`config.mk`:
```
export PLATFORM = sky130hd
export DESIGN_NAME = pkt_byte_reg
export DESIGN_NICKNAME = d
export VERILOG_FILES = /design/src/rtl/pbr_pkg.sv /design/src/rtl/pbr_decode.sv /design/src/rtl/pbr_parity.sv /design/src/rtl/pbr_datapath.sv /design/src/rtl/pkt_byte_reg.sv
export SDC_FILE = /design/constraint.sdc
export NUM_CORES = 1
export LEC_CHECK = 0
export ABC_AREA = 1
export BUFFER_PORTS_ARGS = -buffer_cell sky130_fd_sc_hd__buf_2
export CORE_ASPECT_RATIO = 0.5
export CORE_UTILIZATION = 49
export DETAILED_ROUTE_END_ITERATION = 10
export GPL_TIMING_DRIVEN = 0
export PLACE_DENSITY = 0.8
export SLEW_MARGIN = 20
export SYNTH_ARGS = -nofsm -noshare
export SYNTH_HDL_FRONTEND = slang
export SYNTH_HIERARCHICAL = 1
export SYNTH_SLANG_ARGS = --single-unit
```
`constraint.sdc`:
```
create_clock -name clk -period 1.3 [get_ports clk]
set_input_delay 0.065 -clock clk [delete_from_list [all_inputs] [get_ports clk]]
set_output_delay 0.065 -clock clk [all_outputs]
set_load 0.01 [all_outputs]
```
`src/rtl/pbr_pkg.sv`:
```
// Shared definitions for the packet byte register.
// Assumes one operation per cycle, chosen by fixed strobe priority.
package pbr_pkg;
    typedef enum logic [2:0] {
        OP_IDLE   = 3'd0,
        OP_HDR    = 3'd1,
        OP_PAY    = 3'd2,
        OP_STASH  = 3'd3,
        OP_WAIT   = 3'd4,
        OP_REPLAY = 3'd5,
        OP_CHK    = 3'd6
    } pbr_op_e;
endpackage

```
`src/rtl/pbr_decode.sv`:
```
// Strobe decoder: turns the controller strobes into one operation.
// Priority: header, check byte, resume, wait, payload (stalled or not).
// Assumes the strobes are stable around the rising edge.
module pbr_decode
    import pbr_pkg::*;
(
    input  logic    hdr_strobe,
    input  logic    addr_hit,
    input  logic    data_strobe,
    input  logic    pkt_valid,
    input  logic    wait_strobe,
    input  logic    resume_strobe,
    input  logic    chk_strobe,
    input  logic    buf_full,
    output pbr_op_e op
);
    // Pick the single operation for this cycle
    always_comb begin
        if (hdr_strobe && addr_hit)        op = OP_HDR;
        else if (chk_strobe)               op = OP_CHK;
        else if (resume_strobe)            op = OP_REPLAY;
        else if (wait_strobe)              op = OP_WAIT;
        else if (data_strobe && pkt_valid) op = buf_full ? OP_STASH : OP_PAY;
        else                               op = OP_IDLE;
    end
endmodule

```
`src/rtl/pbr_parity.sv`:
```
// Running XOR parity over header and payload, compared with the check byte.
// Assumes a header load precedes every packet; it restarts the sum.
module pbr_parity
    import pbr_pkg::*;
#(
    parameter int DATA_W = 8
) (
    input  logic              clk,
    input  logic              rst_n,
    input  pbr_op_e           op,
    input  logic [DATA_W-1:0] din,
    output logic              par_done,
    output logic              par_err
);
    logic [DATA_W-1:0] acc_q;

    // Accumulate parity: restart on header, fold in accepted payload
    always_ff @(posedge clk) begin
        if (!rst_n) begin
            acc_q <= '0;
        end else begin
            case (op)
                OP_HDR:           acc_q <= din;
                OP_PAY, OP_STASH: acc_q <= acc_q ^ din;
                default:          acc_q <= acc_q;
            endcase
        end
    end

    // Done pulse and sticky mismatch flag
    always_ff @(posedge clk) begin
        if (!rst_n) begin
            par_done <= 1'b0;
            par_err  <= 1'b0;
        end else begin
            par_done <= (op == OP_CHK);
            if (op == OP_HDR)
                par_err <= 1'b0;
            else if (op == OP_CHK)
                par_err <= par_err | (acc_q != din);
        end
    end
endmodule

```
`src/rtl/pbr_datapath.sv`:
```
// Output byte register with a one-byte holding slot for full-buffer stalls.
// Assumes the controller replays a held byte before the next payload.
module pbr_datapath
    import pbr_pkg::*;
#(
    parameter int DATA_W = 8
) (
    input  logic              clk,
    input  logic              rst_n,
    input  pbr_op_e           op,
    input  logic [DATA_W-1:0] din,
    output logic [DATA_W-1:0] dout
);
    logic [DATA_W-1:0] hold_q;

    // Park a payload byte that arrived while the buffer was full
    always_ff @(posedge clk) begin
        if (!rst_n)               hold_q <= '0;
        else if (op == OP_STASH)  hold_q <= din;
    end

    // Drive the output byte according to the operation
    always_ff @(posedge clk) begin
        if (!rst_n) begin
            dout <= '0;
        end else begin
            case (op)
                OP_HDR, OP_PAY, OP_CHK: dout <= din;
                OP_REPLAY:              dout <= hold_q;
                default:                dout <= dout;
            endcase
        end
    end
endmodule

```
`src/rtl/pkt_byte_reg.sv`:
```
// Top of the packet byte register: decode, datapath and parity checker.
// Assumes inputs change on the falling edge and are sampled on the rising edge.
module pkt_byte_reg
    import pbr_pkg::*;
#(
    parameter int DATA_W = 8
) (
    input  logic              clk,
    input  logic              rst_n,
    input  logic [DATA_W-1:0] din,
    input  logic              pkt_valid,
    input  logic              hdr_strobe,
    input  logic              addr_hit,
    input  logic              data_strobe,
    input  logic              wait_strobe,
    input  logic              resume_strobe,
    input  logic              chk_strobe,
    input  logic              buf_full,
    output logic [DATA_W-1:0] dout,
    output logic              par_done,
    output logic              par_err
);
    pbr_op_e op;

    pbr_decode u_decode (
        .hdr_strobe    (hdr_strobe),
        .addr_hit      (addr_hit),
        .data_strobe   (data_strobe),
        .pkt_valid     (pkt_valid),
        .wait_strobe   (wait_strobe),
        .resume_strobe (resume_strobe),
        .chk_strobe    (chk_strobe),
        .buf_full      (buf_full),
        .op            (op)
    );

    pbr_datapath #(.DATA_W(DATA_W)) u_datapath (
        .clk   (clk),
        .rst_n (rst_n),
        .op    (op),
        .din   (din),
        .dout  (dout)
    );

    pbr_parity #(.DATA_W(DATA_W)) u_parity (
        .clk      (clk),
        .rst_n    (rst_n),
        .op       (op),
        .din      (din),
        .par_done (par_done),
        .par_err  (par_err)
    );
endmodule

```
==> results of run 1 <==
## cell usage in the layout, fill, tap and decap left out, types with 3 or more instances in the layout
cell type	Yosys	layout
buf_2	3	29
buf_4	0	3
clkbuf_8	0	4
dfxtp_1	26	26
inv_1	40	39
inv_2	2	3
nand2_1	84	83
nand3_1	9	9
nand4_1	10	10
nor2_1	34	34
o211ai_1	8	8
o21ai_0	8	8
## logic make-up after synthesis
logic type                synth area share [%]
and+or+nand+nor                           41.4
buffers and inverters                     13.0
xor gates and xnor gates                  1.11
AOI/OAI and AO/OA                         9.02
DFF                                       35.4
## power by group through the flow
stage | Sequential (mW) | Combinational [mW] | Clock, mW
finish | 0.891 | 0.466 | 0.522
global route | 0.901 | 0.532 | 0.580
CTS | 0.892 | 0.447 | 0.556
detailed placement | 0.910 | 0.443 | 0
global placement | 0.907 | 0.432 | 0
floorplan | 0.926 | 0.295 | 0
## cell type report
class                   instances  area [um^2]  share of cell area [%]
well taps                      37         46.3                    2.64
repair buffers                 30          158                    8.98
multi-input cells             164          778                    44.3
plain buffers                   5         32.5                    1.85
inverters                      43          165                    9.41
flip-flops and latches         26          520                    29.7
clock buffers                   4         55.1                    3.14
## final timing paths
kind,endpoint,cells past startpoint
hold reg to reg,u_parity/par_err$_SDFFE_PP0P_,2
setup reg to reg,u_parity/par_err$_SDFFE_PP0P_,8
setup / recovery,u_datapath/dout[5]$_SDFFE_PN0P_,10
hold / removal,u_datapath/hold_q[5]$_SDFFE_PN0N_,3
## sequential cells by signal, summed over array words and instances (netlist names)
name and cells:
u_datapath/dout 8, u_datapath/hold_q 8, u_parity/acc_q 8, u_parity/par_done 1, u_parity/par_err 1
## through the flow
step,std cells,setup TNS (ps),cell area [um^2],hold WS [ps]
detailed placement,302,-6360,1660,367
global route,309,-143,1760,101
finish,309,0,1760,89.8
floorplan,238,0,1480,200
CTS,306,0,1720,77.4
global placement,302,-5470,1660,352
## timing repair
| item | CTS | global route |
|---|---|---|
| pin swaps | 0 | 1 |
| cloned | 0 | 0 |
| resized for setup | 1 | 4 |
| hold buffers | 0 | 0 |
| setup buffers | 0 | 3 |
| endpoints found under the setup margin | 7 | 24 |
## tightest hold or removal path, cell delays in order
cell	delay, ps
buf_2	130
nor2_1	50
nor2_1	80
## per-layer routing
metal	track usage, %	share of wire (%)	up-vias
met1	26.9	47	669
li1	-	-	803
met2	38.9	46	34
met5	0	0	-
met4	6.36	0.30	0
met3	6.44	5.8	3
==> summary.txt, run 1 <==
Power
  – Internal power: ~1.3 mW
  – Peak VDD IR: approximately 0.00067 V
  – Clock share of power: 27.8%
  – Lkg Pwr: between 0.9 and 1 nW
  – Design Power: 1.88 mW
  – Combinational Power Share: 24.8%
  – Switch share: 30.4%
  – Sequential share of power: 47.4%
  – PwrDens: 1070 nW/um^2
  – Psw: 0.571 mW

STA
  – Final period utilization: 94.3%
  – Max_slew headroom: 73.2%
  – Post-route setup slack: 73.9 ps
  – Fmax: between 0.8 and 0.9 GHz
  – Slew @ Worst Pin: 401 ps
  – Clock Skew: roughly 4.3 ps
  – RSZ-0062 raised after global routing: true
  – Max-slew violations: 0
  – Final hold vios: 0
  – Post-route minimum period: 1230 ps
  – Final Setup Violations: 0

Clocking
  – Clock Pin Slew Worst Setup and Hold Paths: ~80 ps
  – Clk sinks: 26
  – Clock buffer count from CTS: 3
  – Clk root buf: clkbuf_8
  – Clock Path Buffers: 2
  – H-tree depth: 1
  – Clock Latency Late Sink: 270 ps
  – CTS tree: yes

Critical path
  – Crit-path most repeated cell: nand2_1
  – CP max stage delay: 310 ps
  – Setup Crit Path Kind: in -> reg
  – CP endpoint kind: flip-flop
  – CP Launch Point: hdr_strobe
  – Worst-path cell chain: buf_2, nand2_1, inv_1, a31oi_2, clkbuf_4, nand3_4, nand2_1, nand2_1, nor2_1, nor2_2
  – Crit path buf inv count: 3
  – Arr. time, crit path: 1400 ps
  – Crit path max-delay family: simple AND/OR/NAND/NOR gates
  – FF-to-FF setup slack: 360 ps
  – Slowest stage cell, crit path: a31oi_2
  – Worst setup SP type: input pin
  – Critical path required time: between 1000 and 1500 ps
  – CP Max Fanout: 10
  – Worst r2r src: u_parity/acc_q[2]$_SDFFE_PN0P_

Logic synthesis
  – Number of enable flip-flop cells after synthesis: 0
  – Post-synth net total: ~260
  – Main synth FF type: dfxtp_1
  – Average cell area after synthesis: 6.18 um^2
  – Synthesized area: 1470 um^2
  – Yosys warns: 6
  – Register area share after synthesis: 35.4%
  – Flip-flop and latch count after synthesis: 26
  – Commonest cells post-synth: nand2_1, inv_1, nor2_1, dfxtp_1, nand4_1
  – Area leader, netlist: dfxtp_1
  – Most frequent cell after synthesis: nand2_1
  – Synthesized netlist cell count: roughly 240
  – Synth top area share: 35.4%
  – Yosys cell types: 21
  – FFs w/ async S/R, synth: 0%
  – Top post-synthesis cells by area: dfxtp_1, nand2_1, inv_1

Global routing
  – First-pass GRT wire length: 5230 um
  – Initial antenna violation count: 0
  – Vias in the first global route: roughly 1,200
  – GR Util All Layers: 21.9%
  – Pin count of the biggest net entering global routing: 15
  – Final global-route overflow total: 0

Final layout
  – Layout area overhead: 19.4%
  – Core Util, Final: 64.6%
  – Nets: between 200 and 300
  – FILL cells: 240
  – Diode count: 0
  – Layout cells sized above 1: 19.5%

Floorplanning
  – Die Y: 40.7 um
  – Core ar.: 2720 um^2
  – Std-Cell Rows: 13
  – Die width: 79.5 um
  – Starting Density: 54.1%
  – Die Area: approximately 3200 um^2
  – IO Count: 28

Route
  – Post-route ant nets: 0
  – Drt first-iter violations: around 160
  – Final WL: 3330 um
  – DRC: 0
  – 1st-pass router iterations: 4
  – Vias/cell: a little under 5
  – WL/cell: between 10 and 15 um
  – Vias post-DR: 1,509

Flow run
  – Max-cap viol count: 0

Place
  – Final Wtd Congestion: 0.832
  – Worst slack, placed: -326 ps
  – Post-DP HPWL: between 2000 and 2500 um
  – Port bufs: 27

Min path
  – Hold Path Origin: din[5]
  – Worst Hold Class: in -> reg

Run status
  – Outcome: finished, final reports clean
Power figures use the tool's default switching activity.
==> run 2: changes to the inputs <==
CORE_UTILIZATION = 50   (was 49)
PLACE_DENSITY = 0.81   (was 0.8)
SYNTH_HIERARCHICAL = unset   (was 1)
==> summary.txt, run 2 <==
STA
  – Final hold vios: 0 (unchanged)
  – Final period utilization: 96.9% (was 94.3%)
  – Post-route setup slack: 40.8 ps (was 73.9 ps)
  – RSZ-0062 raised after global routing: true (unchanged)
  – Fmax: 0.794 GHz (was 0.816 GHz)
  – Max-slew violations: 0 (unchanged)
  – Clock Skew: 7.24 ps (was 4.25 ps)
  – Post-route minimum period: 1260 ps (was 1230 ps)
  – Slew @ Worst Pin: 387 ps (was 401 ps)
  – Final Setup Violations: 0 (unchanged)
  – Max_slew headroom: 74.2% (was 73.2%)

Place
  – Worst slack, placed: -358 ps (was -326 ps)
  – Placed insts: 299 (was 302)
  – Final Wtd Congestion: 0.839 (was 0.832)
  – Placement-stage cell area: 1790 um^2 (was 1660 um^2)
  – Post-DP HPWL: 2500 um (was 2340 um)
  – Port bufs: 27 (unchanged)

Min path
  – Worst Hold Class: in -> reg (unchanged)
  – Hold Path Cell Cnt: 3 (unchanged)

Critical path
  – Setup Crit Path Kind: in -> reg (unchanged)
  – Arr. time, crit path: 1500 ps (was 1400 ps)
  – CP Max Fanout: 10 (unchanged)
  – R2R depth: 7 (was 8)
  – Critical path required time: 1540 ps (was 1470 ps)
  – Worst setup SP type: input pin (unchanged)
  – CP endpoint kind: flip-flop (unchanged)
  – FF-to-FF setup slack: 280 ps (was 360 ps)

Route
  – Post-route ant nets: 0 (unchanged)
  – WL/cell: 12.5 um (was 10.8 um)
  – Vias/cell: 5.14 (was 4.88)
  – 1st-pass router iterations: 4 (unchanged)
  – Vias post-DR: 1,639 (was 1,509)
  – Final WL: 3990 um (was 3330 um)
  – Drt first-iter violations: 84 (was 155)
  – DRC: 0 (unchanged)

Final layout
  – Layout area overhead: 32.1% (was 19.4%)
  – Commonest non-fill, non-tap cell in the layout: nand2_1 (unchanged)
  – FILL cells: 218 (was 240)
  – Commonest cells after routing, fill and taps aside: nand2_1, inv_1, dfxtp_1, o21ai_1, buf_2 (was nand2_1, inv_1, nor2_1, buf_2, dfxtp_1)
  – Biggest regs: u_datapath.dout (8), u_datapath.hold_q (8), u_parity.acc_q (8) (was u_datapath/dout (8), u_datapath/hold_q (8), u_parity/acc_q (8))
  – Final Instance Count excl. Fillers: 319 (was 309)
  – Layout cells sized above 1: 30.5% (was 19.5%)
  – Final instance area: 2060 um^2 (was 1760 um^2)
  – Diode count: 0 (unchanged)
  – Nets: 304 (was 291)

Global routing
  – Pin count of the biggest net entering global routing: 16 (was 15)
  – Vias in the first global route: 1,358 (was 1,239)
  – GR Util All Layers: 22.9% (was 21.9%)
  – Final global-route overflow total: 0 (unchanged)
  – First-pass GRT wire length: 5830 um (was 5230 um)
  – Initial antenna violation count: 0 (unchanged)

Floorplanning
  – Core ar.: 2770 um^2 (was 2720 um^2)
  – IO Count: 28 (unchanged)
  – Starting Density: 56.5% (was 54.1%)
  – Die Area: 3360 um^2 (was 3240 um^2)
  – Die width: 81.0 um (was 79.5 um)
  – Std-Cell Rows: 13 (unchanged)
  – Die Y: 41.5 um (was 40.7 um)

Logic synthesis
  – Most frequent cell after synthesis: nand2_1 (unchanged)
  – Flip-flop and latch count after synthesis: 26 (unchanged)
  – Synthesized netlist cell count: 235 (was 238)
  – Number of enable flip-flop cells after synthesis: 0 (unchanged)
  – Synth top area share: 33.3% (was 35.4%)
  – Main synth FF type: dfxtp_1 (unchanged)
  – Commonest cells post-synth: nand2_1, inv_1, dfxtp_1, o21ai_1, nor2_1 (was nand2_1, inv_1, nor2_1, dfxtp_1, nand4_1)
  – Yosys cell types: 22 (was 21)
  – Area leader, netlist: dfxtp_1 (unchanged)
  – Post-synth net total: 256 (unchanged)
  – Top post-synthesis cells by area: dfxtp_1, nand2_1, inv_1 (unchanged)
  – Register area share after synthesis: 33.3% (was 35.4%)
  – FFs w/ async S/R, synth: 0% (unchanged)
  – Synthesized area: 1560 um^2 (was 1470 um^2)
  – Yosys warns: 0 (was 6)
  – Average cell area after synthesis: 6.64 um^2 (was 6.18 um^2)

Clocking
  – Clock Pin Slew Worst Setup and Hold Paths: 100 ps (was 80 ps)
  – CTS tree: yes (unchanged)
  – H-tree depth: 1 (unchanged)
  – Clock Path Buffers: 2 (unchanged)
  – Clk root buf: clkbuf_8 (unchanged)
  – Clock Latency Late Sink: 280 ps (was 270 ps)
  – Clock buffer count from CTS: 3 (unchanged)
  – Hold Buf Count CTS: 0 (unchanged)
  – Clk sinks: 26 (unchanged)

Flow run
  – Max-cap viol count: 0 (unchanged)

Power
  – Lkg Pwr: 1.08 nW (was 0.948 nW)
  – PwrDens: 1080 nW/um^2 (was 1070 nW/um^2)
  – Peak VDD IR: 0.000653 V (was 0.000671 V)
  – Design Power: 2.23 mW (was 1.88 mW)

Run status
  – Outcome: finished, final reports clean (unchanged)
## run 2: cell count changes after synthesis, moves of 3 or more
| cell | change |
|---|---|
| a21oi_1 | +9 |
| nand2_4 | +3 |
| buf_2 | -3 |
| o21ai_0 | -8 |
| o21ai_1 | +25 |
| nand2_1 | -25 |
| ha_1 | +3 |
| inv_2 | +9 |
| nor2_1 | -15 |
| o211ai_1 | -8 |
| nand4_1 | +5 |
## run 2: final cells by class
cell class                 instances  area (um^2)  share of cell area [%]
clock inverter                     1         30.0                    1.46
timing repair buffer              42          275                    13.3
buffer                             6         77.6                    3.76
clock buffer                       3         41.3                    2.00
inverter                          52          215                    10.4
multi-input combinational        152          857                    41.5
tap                               37         46.3                    2.24
sequential                        26          520                    25.2
## run 2: through the flow
stage	util, %	TNS (ps)	hold WS [ps]
4_1_cts	68.3	0	81.3
3_5_place_dp	64.9	-5480	382
5_1_grt	74.6	-99.8	93.4
3_3_place_gp	64.9	-4620	378
6_report	74.6	0	77.5
2_1_floorplan	-	-61.0	207
## run 2: path summary, 6_finish.rpt
check	to	start
worst max register to register	u_parity.par_err$_SDFFE_PP0P_	u_parity.acc_q[0]$_SDFFE_PN0P_
worst min register to register	u_datapath.hold_q[1]$_SDFFE_PN0N_	u_datapath.hold_q[1]$_SDFFE_PN0N_
worst min-delay path	u_datapath.hold_q[4]$_SDFFE_PN0N_	rst_n
worst max-delay path	u_parity.acc_q[1]$_SDFFE_PN0P_	pkt_valid
## run 2: kinds of logic (layout without fill, tap and decap cells)
kind of cell / count (synthesis) / after routing / synth area share (%)
compound gates: 38 / 39 / 13.1
fa+ha+maj: 3 / 3 / 2.40
buf+inv: 58 / 104 / 17.8
flops: 26 / 26 / 33.3
simple gates: 110 / 110 / 33.3
## run 2: worst max-delay path, cell delays in order
cell and delay, ps:
buf_6 90, nand3_2 80, o21ai_4 60, a21oi_4 180, inv_2 90, ha_4 190
nor2_8 150, inv_8 70, o21ai_4 220, nand2_1 110, nand3_1 90, nand2_1 50
inv_1 40
## run 2: timing repair
action,CTS,global route
pin swaps,2,13
resized for setup,0,17
buffers inserted,2,12
endpoints found under the setup margin,16,15
cloned,1,1
## run 2: layer usage
| layer | GRT usage [%] | up-vias | part of all wire [%] |
|---|---|---|---|
| met1 | 29.0 | 731 | 43 |
| met4 | 5.36 | 0 | 1.6 |
| met3 | 5.93 | 11 | 9.0 |
| met2 | 38.8 | 67 | 47 |
| li1 | - | 830 | - |
| met5 | 0 | - | 0 |
## run 2: report_power, final
part | internal, mW | switching, mW | total [mW]
Combinational | 0.277 | 0.365 | 0.642
Sequential | 0.861 | 0.0326 | 0.894
Clock | 0.413 | 0.282 | 0.695
Total | 1.55 | 0.679 | 2.23
